[config.mk]
export PLATFORM = sky130hd
export DESIGN_NAME = mo_issue_ctrl
export DESIGN_NICKNAME = d
export VERILOG_FILES = /design/src/rtl/mo_pkg.sv /design/src/rtl/mo_slot_table.sv /design/src/rtl/mo_order_gate.sv /design/src/rtl/mo_mode_ctrl.sv /design/src/rtl/mo_issue_ctrl.sv
export SDC_FILE = /design/constraint.sdc
export NUM_CORES = 1
export LEC_CHECK = 0
export ABC_AREA = 1
export BUFFER_PORTS_ARGS = -buffer_cell sky130_fd_sc_hd__buf_2
export CORE_MARGIN = 2
export CORE_UTILIZATION = 50
export CTS_CLUSTER_SIZE = 30
export DETAILED_ROUTE_END_ITERATION = 10
export HOLD_SLACK_MARGIN = 0.03
export PLACE_DENSITY = 0.84
export SLEW_MARGIN = 20
export SYNTH_ARGS = -nofsm -noshare
export SYNTH_HDL_FRONTEND = slang
export SYNTH_SLANG_ARGS = --single-unit
[constraint.sdc]
create_clock -name clk -period 3.05 [get_ports clk]
set_input_delay 0.305 -clock clk [delete_from_list [all_inputs] [get_ports clk]]
set_output_delay 0.305 -clock clk [all_outputs]
set_load 0.005 [all_outputs]
[src/rtl/mo_pkg.sv]
package mo_pkg;

  localparam logic [1:0] MD_STRICT = 2'd0;
  localparam logic [1:0] MD_WEAK   = 2'd1;
  localparam logic [1:0] MD_RELACQ = 2'd2;

  localparam logic [2:0] OP_LOAD  = 3'd0;
  localparam logic [2:0] OP_STORE = 3'd1;
  localparam logic [2:0] OP_ACQ   = 3'd2;
  localparam logic [2:0] OP_REL   = 3'd3;

  // summary of the slot table seen by the ordering rules
  typedef struct packed {
    logic any;       // at least one access outstanding
    logic full;      // every slot in use
    logic sync_any;  // a synchronization op outstanding
    logic acq_any;   // an acquire outstanding
  } occ_t;

  function automatic logic op_is_sync(input logic [2:0] op);
    return op >= OP_ACQ;
  endfunction

  function automatic logic op_is_acq(input logic [2:0] op);
    return op == OP_ACQ;
  endfunction

endpackage

[src/rtl/mo_slot_table.sv]
module mo_slot_table #(
  parameter int DEPTH = 8,
  parameter int ID_W  = 3,
  parameter int CNT_W = 4
) (
  input  logic             clk,
  input  logic             rst,
  input  logic             alloc_en,
  input  logic             alloc_sync,
  input  logic             alloc_acq,
  input  logic             free_en,
  input  logic [ID_W-1:0]  free_id,
  output logic [ID_W-1:0]  alloc_id,
  output logic [CNT_W-1:0] count,
  output mo_pkg::occ_t     occ
);
  logic [DEPTH-1:0] busy_q, sync_q, acq_q;
  logic [DEPTH-1:0] set_v, clr_v;

  // lowest free slot
  always_comb begin
    alloc_id = '0;
    for (int i = DEPTH - 1; i >= 0; i--) begin
      if (!busy_q[i]) alloc_id = ID_W'(i);
    end
  end

  // per-slot set/clear decode
  for (genvar g = 0; g < DEPTH; g++) begin : g_slot
    assign set_v[g] = alloc_en && (alloc_id == ID_W'(g));
    assign clr_v[g] = free_en && (free_id == ID_W'(g)) && busy_q[g];
  end

  always_ff @(posedge clk) begin
    if (rst) begin
      busy_q <= '0;
      sync_q <= '0;
      acq_q  <= '0;
    end else begin
      for (int i = 0; i < DEPTH; i++) begin
        if (set_v[i]) begin
          busy_q[i] <= 1'b1;
          sync_q[i] <= alloc_sync;
          acq_q[i]  <= alloc_acq;
        end else if (clr_v[i]) begin
          busy_q[i] <= 1'b0;
        end
      end
    end
  end

  always_comb begin
    count = '0;
    for (int i = 0; i < DEPTH; i++) count = count + CNT_W'(busy_q[i]);
  end

  assign occ.any      = |busy_q;
  assign occ.full     = &busy_q;
  assign occ.sync_any = |(busy_q & sync_q);
  assign occ.acq_any  = |(busy_q & acq_q);

endmodule

[src/rtl/mo_order_gate.sv]
module mo_order_gate (
  input  logic [1:0]   mode,
  input  logic [2:0]   op,
  input  mo_pkg::occ_t occ,
  output logic         ok
);
  import mo_pkg::*;

  logic is_sync, is_acq;
  assign is_sync = op_is_sync(op);
  assign is_acq  = op_is_acq(op);

  always_comb begin
    ok = 1'b0;
    if (!occ.full) begin
      case (mode)
        MD_WEAK:   ok = is_sync ? !occ.any : !occ.sync_any;
        MD_RELACQ: begin
          if (occ.acq_any)  ok = 1'b0;
          else if (!is_sync) ok = 1'b1;
          else if (is_acq)  ok = !occ.sync_any;
          else              ok = !occ.any;
        end
        default:   ok = !occ.any;
      endcase
    end
  end

endmodule

[src/rtl/mo_mode_ctrl.sv]
module mo_mode_ctrl (
  input  logic       clk,
  input  logic       rst,
  input  logic [1:0] mode_sel,
  input  logic       idle,
  output logic [1:0] mode_q,
  output logic       match
);
  always_ff @(posedge clk) begin
    if (rst)                              mode_q <= mo_pkg::MD_STRICT;
    else if (idle && mode_sel != mode_q)  mode_q <= mode_sel;
  end

  assign match = (mode_sel == mode_q);

endmodule

[src/rtl/mo_issue_ctrl.sv]
module mo_issue_ctrl #(
  parameter int DEPTH = 8,
  parameter int TAG_W = 8,
  localparam int ID_W  = (DEPTH > 1) ? $clog2(DEPTH) : 1,
  localparam int CNT_W = $clog2(DEPTH + 1)
) (
  input  logic             clk,
  input  logic             rst,
  input  logic [1:0]       mode_sel,
  input  logic             req_valid,
  output logic             req_ready,
  input  logic [2:0]       req_op,
  input  logic [TAG_W-1:0] req_tag,
  output logic             iss_valid,
  output logic [2:0]       iss_op,
  output logic [TAG_W-1:0] iss_tag,
  output logic [ID_W-1:0]  iss_id,
  input  logic             rsp_valid,
  input  logic [ID_W-1:0]  rsp_id,
  output logic [CNT_W-1:0] out_cnt,
  output logic [1:0]       mode_cur
);
  import mo_pkg::*;

  occ_t            occ;
  logic [ID_W-1:0] slot_id;
  logic            rule_ok, mode_match, accept;

  mo_slot_table #(.DEPTH(DEPTH), .ID_W(ID_W), .CNT_W(CNT_W)) u_slots (
    .clk(clk), .rst(rst),
    .alloc_en(accept), .alloc_sync(op_is_sync(req_op)), .alloc_acq(op_is_acq(req_op)),
    .free_en(rsp_valid), .free_id(rsp_id),
    .alloc_id(slot_id), .count(out_cnt), .occ(occ)
  );

  mo_order_gate u_gate (.mode(mode_cur), .op(req_op), .occ(occ), .ok(rule_ok));

  mo_mode_ctrl u_mode (
    .clk(clk), .rst(rst), .mode_sel(mode_sel), .idle(!occ.any),
    .mode_q(mode_cur), .match(mode_match)
  );

  assign req_ready = mode_match && rule_ok;
  assign accept    = req_valid && req_ready;

  always_ff @(posedge clk) begin
    if (rst) begin
      iss_valid <= 1'b0;
      iss_op    <= '0;
      iss_tag   <= '0;
      iss_id    <= '0;
    end else begin
      iss_valid <= accept;
      if (accept) begin
        iss_op  <= req_op;
        iss_tag <= req_tag;
        iss_id  <= slot_id;
      end
    end
  end

endmodule

# After elaboration in Yosys (flattened, before gate mapping)
# Index checks and enable logic that the tools add are counted.
# Widths: inputs -> output; s select.
# word_totals
regBits	41
mem_bits_rw	0
romBits	0
wordCells	131
n_memories	0
latchBits	0
output_inout_bits	22
input_bits	20
# classes
div_mod_pow	0
multipliers	0
eq_ne	19
muxes	30
add_sub_neg	7
n_lt_le_gt_ge	1
bitwise_logic	2
shifts	0
n_reduce_logical	43
# ops
op	count
$logic_and 1x1->1	27
$add 4x1->4	6
$eq 3x3->1 const B	8
$mux 3	8
$reduce_or 8->1	3
$mux 1	21
$and 8x8->8	2
$reduce_bool 2->1	8
$eq 3x2->1 const B	5
$reduce_and 8->1	1
$eq 3x1->1 const B	2
$logic_not 3->1	2
$ge 3x2->1 const B	1
$add 1x1->2	1
$eq 2x1->1 const B	1
$eq 2x2->1	1
$eq 2x2->1 const B	1
$logic_not 1->1	2
$ne 2x2->1	1
$pmux 1 s2	1

# Depth between registers and ports, before layout
# logic_depth
depth_word	12
mapped_depth	15
ltp_nobuf	15

# Modules after synthesis
# From an unflattened synthesis, not the netlist that was laid out.
# unflattened
hier_cells	350
area_unflattened_um2	2268.4
# by_module_without_submodules
mod	cells_each	instances	area_each_um2	seq_area_each_um2
mo_slot_table	208	1	1396.3	480.5
mo_issue_ctrl	98	1	641.9	300.3
mo_order_gate	23	1	116.4	0.0
mo_mode_ctrl	21	1	113.9	40.0

# Least setup slack after synthesis
# Ideal clock, no wire load.
# synth_path
kind	flip-flop to output port
start	register u_slots.busy_q[0]
end	output out_cnt[1]
setup_slack_ns	0.102
t_required_ns	2.745
path_buffers	0
path_stages_with_launch	11
t_arrival_ns	2.643
cell_sequence	dfxtp_1 inv_1 ha_1 inv_1 fa_1 fa_1 inv_1 fa_1 inv_1 fa_1 inv_1
# synth_between
elab_chain_len	7
# synth_lines
item	line_no	source
start, declared	mo_slot_table.sv:17	logic [DEPTH-1:0] busy_q, sync_q, acq_q;
start signal, assigned	mo_slot_table.sv:36	busy_q <= '0;
start signal, assigned by index	mo_slot_table.sv:42	busy_q[i] <= 1'b1;
start signal, assigned by index	mo_slot_table.sv:46	busy_q[i] <= 1'b0;
$add 1x1->2	mo_slot_table.sv:54	for (int i = 0; i < DEPTH; i++) count = count + CNT_W'(busy_q[i]);
$add 4x1->4 (6 in a row)	mo_slot_table.sv:54	
end, declared	mo_issue_ctrl.sv:20	output logic [CNT_W-1:0] out_cnt,
# No other way between the ends.

# Worst setup path after layout
# Same ends and word-level chain as after synthesis.

==> metrics.yaml <==
final_common_cell: "nand2_1"
coreArea_sq_um: 4410
tightest_slew_ns: 0.615
setup_violations: 2
initial_core_util_pct: 52.6
postLayoutSetupSlackWorst_ns: -0.203
overflow: 0
synth.area.top_cells: "dfxtp_1 35%, nand2_1 16%, inv_1 8.6%"
rsz0062_at_grt: "true"
route.detailed.drc: 0
antenna_found_initial: 0
synth_top_area_share_pct: 35.3
cts_tree: "yes"
worstPathRequired_ns: 2.74
netlist_area_sq_um: 2320
yosys_warnings: 0
start_kind: "flip-flop"
holdCritStartpoint: "req_tag[2]"
areaGrowthSynthToFinish_pct: 17.1
ant_nets: 0
synthAdderAreaFrac_pct: 6.68
layout_min_cycle_time_ns: 3.25
syn_nets: 369
fin_nets: 414
route.vias.total: 2234
dp.cells: 427
std_cell_rows: 24
firstDrtPassIters: 5
numPortBuffers: 41
layout-drive-gt1-share_pct: 24.9
muxShareOfSynthArea_pct: 0
rr_startpoint: "u_slots.busy_q[1]$_SDFFE_PP0P_"
setup.worst_path.start: "u_slots.busy_q[0]$_SDFFE_PP0P_"
cts_sinks: 41
die-area_sq_um: 5210
hold_buffers: 0
post-route-period-util_pct: 107
syn_inst: 339
clk_pin_slew_ns: 0.08
cts_buffers: 5
leakagePower_nw: 1.32
slew_viol_final: 0
grt_pass1_vias: 2098
worstSetupPathType: "flip-flop to primary output"
max_freq_mhz: 307
hold_viol: 0
chipWidth_um: 72.2
n_antenna_cell: 0
synth-xor-area-share_pct: 0.377
cts_buffer_depth: 2
cts_max_level: 2
yosys.area.top_type: "dfxtp_1"
gp_congestion: 0.901
routed_via_density: 5.11
die_h_um: 72.2
avgRoutedWirePerCell_um: 11.9
synth_top_family_by_area: "simple AND/OR/NAND/NOR gates"
grt_pass1_wl_um: 9130
max_cap_violations: 0
layout.cells.non_filler: 437
ir_drop_mv: 0.440
synth_compound_area_share_pct: 9.32
cp_max_fo: 2
synth_cell_types: 27
yosysSeqAreaShare_pct: 35.3
hp-class: "primary input to flip-flop"
drtIter0Drc: 135
avgSynthCellArea_sq_um: 6.85
io_pins: 42
skew_ns: 0.00551
failed_checks: "negative setup slack"
final.setup.tns_ns: -0.254
cp.arrival_ns: 2.95
hpwl_um: 3810
layout_common_cells: "100 x nand2_1, 48 x inv_1, 45 x nor2_1, 40 x buf_2, 39 x dfxtp_1"
grt_usage_pct: 22.3
power_density_nw_per_um2: 439
num-fill-cells: 400
status: "finished with violations"
synth-simple-area-share_pct: 36.7
cp-end-kind: "primary output"
finalWirelength_um: 5180
cts_root_buf: "clkbuf_8"
synth_seq_cells: 41
clkLatencyLatePin_ns: 0.30
grt_max_degree: 25
relSlewSlack_pct: 58.6
final_util_pct: 61.6
-- path summary, 6_finish.rpt --
| kind | end | slack [ns] | cells past startpoint |
|---|---|---|---|
| hold reg to reg | iss_tag[6]$_SDFFE_PP0P_ | 0.47 | 2 |
| setup / recovery | out_cnt[1] | -0.20 | 11 |
| hold / removal | iss_tag[2]$_SDFFE_PP0P_ | 0.25 | 3 |
| setup reg to reg | u_slots.sync_q[5]$_SDFFE_PP0P_ | 0.74 | 11 |
-- sequential cells by signal (all words and copies together), names as in the netlist --
register and count:
u_mode.mode_q 2, u_slots.sync_q 8, iss_valid 1, iss_op 3, iss_id 3, u_slots.acq_q 8, u_slots.busy_q 8, iss_tag 8
-- cell type report --
class                      count  area [sq um]  share of cell area, %
multi-input combinational    233          1250                   46.2
sequential                    41           823                   30.3
timing repair buffer          45           241                   8.88
inverter                      58           218                   8.01
clock buffer                   7          86.3                   3.18
tap                           52          65.1                   2.39
clock inverter                 1          30.0                   1.10
-- power by group --
| group | leakage [nW] | switching (mW) | total [mW] | internal [mW] |
|---|---|---|---|---|
| Combinational | 0.928 | 0.113 | 0.176 | 0.0633 |
| Sequential | 0.333 | 0.00959 | 0.561 | 0.551 |
| Clock | 0.0585 | 0.189 | 0.456 | 0.267 |
| Total | 1.32 | 0.311 | 1.19 | 0.881 |
-- routing by layer --
metal	vias up	GRT usage, %	share of wire (%)
li1	1142	-	-
met4	0	10.3	2.8
met1	997	27.0	44
met5	-	0	0
met3	16	4.17	5.2
met2	79	38.0	48
-- worst max-delay path, stage by stage (launching register included) --
cell and delay, ns:
dfxtp_2 0.34, inv_2 0.04, ha_4 0.25, inv_2 0.03, fa_1 0.47, fa_1 0.49, inv_1 0.05, fa_2 0.34
inv_2 0.06, fa_2 0.42, inv_2 0.07, buf_6 0.08
-- metrics by stage --
step           worst slack (ns)  hold slack [ns]  total power [mW]  instance area (sq um)
2_1_floorplan             0.102            0.374             0.698                   2320
3_3_place_gp              0.113            0.450             0.740                   2560
3_5_place_dp             0.0574            0.457             0.744                   2560
4_1_cts                  -0.200            0.250              1.20                   2700
5_1_grt                  -0.298            0.251              1.25                   2720
6_report                 -0.203            0.254              1.19                   2720
-- repair_timing --
| action | CTS | global route |
|---|---|---|
| pin swaps | 2 | 1 |
| endpoints found under the setup margin | 2 | 2 |
| gates resized for setup | 10 | 2 |
| buffers inserted | 1 | 1 |
-- synthesized netlist by cell type --
cell	number
o21ai_0	8
xnor2_1	1
buf_6	1
a21oi_1	14
nand3_2	10
o31ai_1	1
fa_1	4
nor2_2	3
buf_2	1
nor4_1	1
dfxtp_1	41
inv_2	5
nor3_1	3
inv_1	53
nand2_1	100
clkbuf_1	3
nand4_1	10
ha_1	6
buf_1	1
nor2_1	45
nand2_2	3
buf_12	1
nand3_4	1
a21oi_2	9
and2_4	1
a211oi_4	1
nand3_1	12
-- cell families (layout without fill, tap and decap cells) --
family | Yosys count | in the layout
and+or+nand+nor | 189 | 189
AOI/OAI and AO/OA | 33 | 33
DFF | 41 | 41
adders and majority gates | 10 | 10
buffers and inverters | 65 | 111
xor gates and xnor gates | 1 | 1
(Power assumes the default switching activity.)
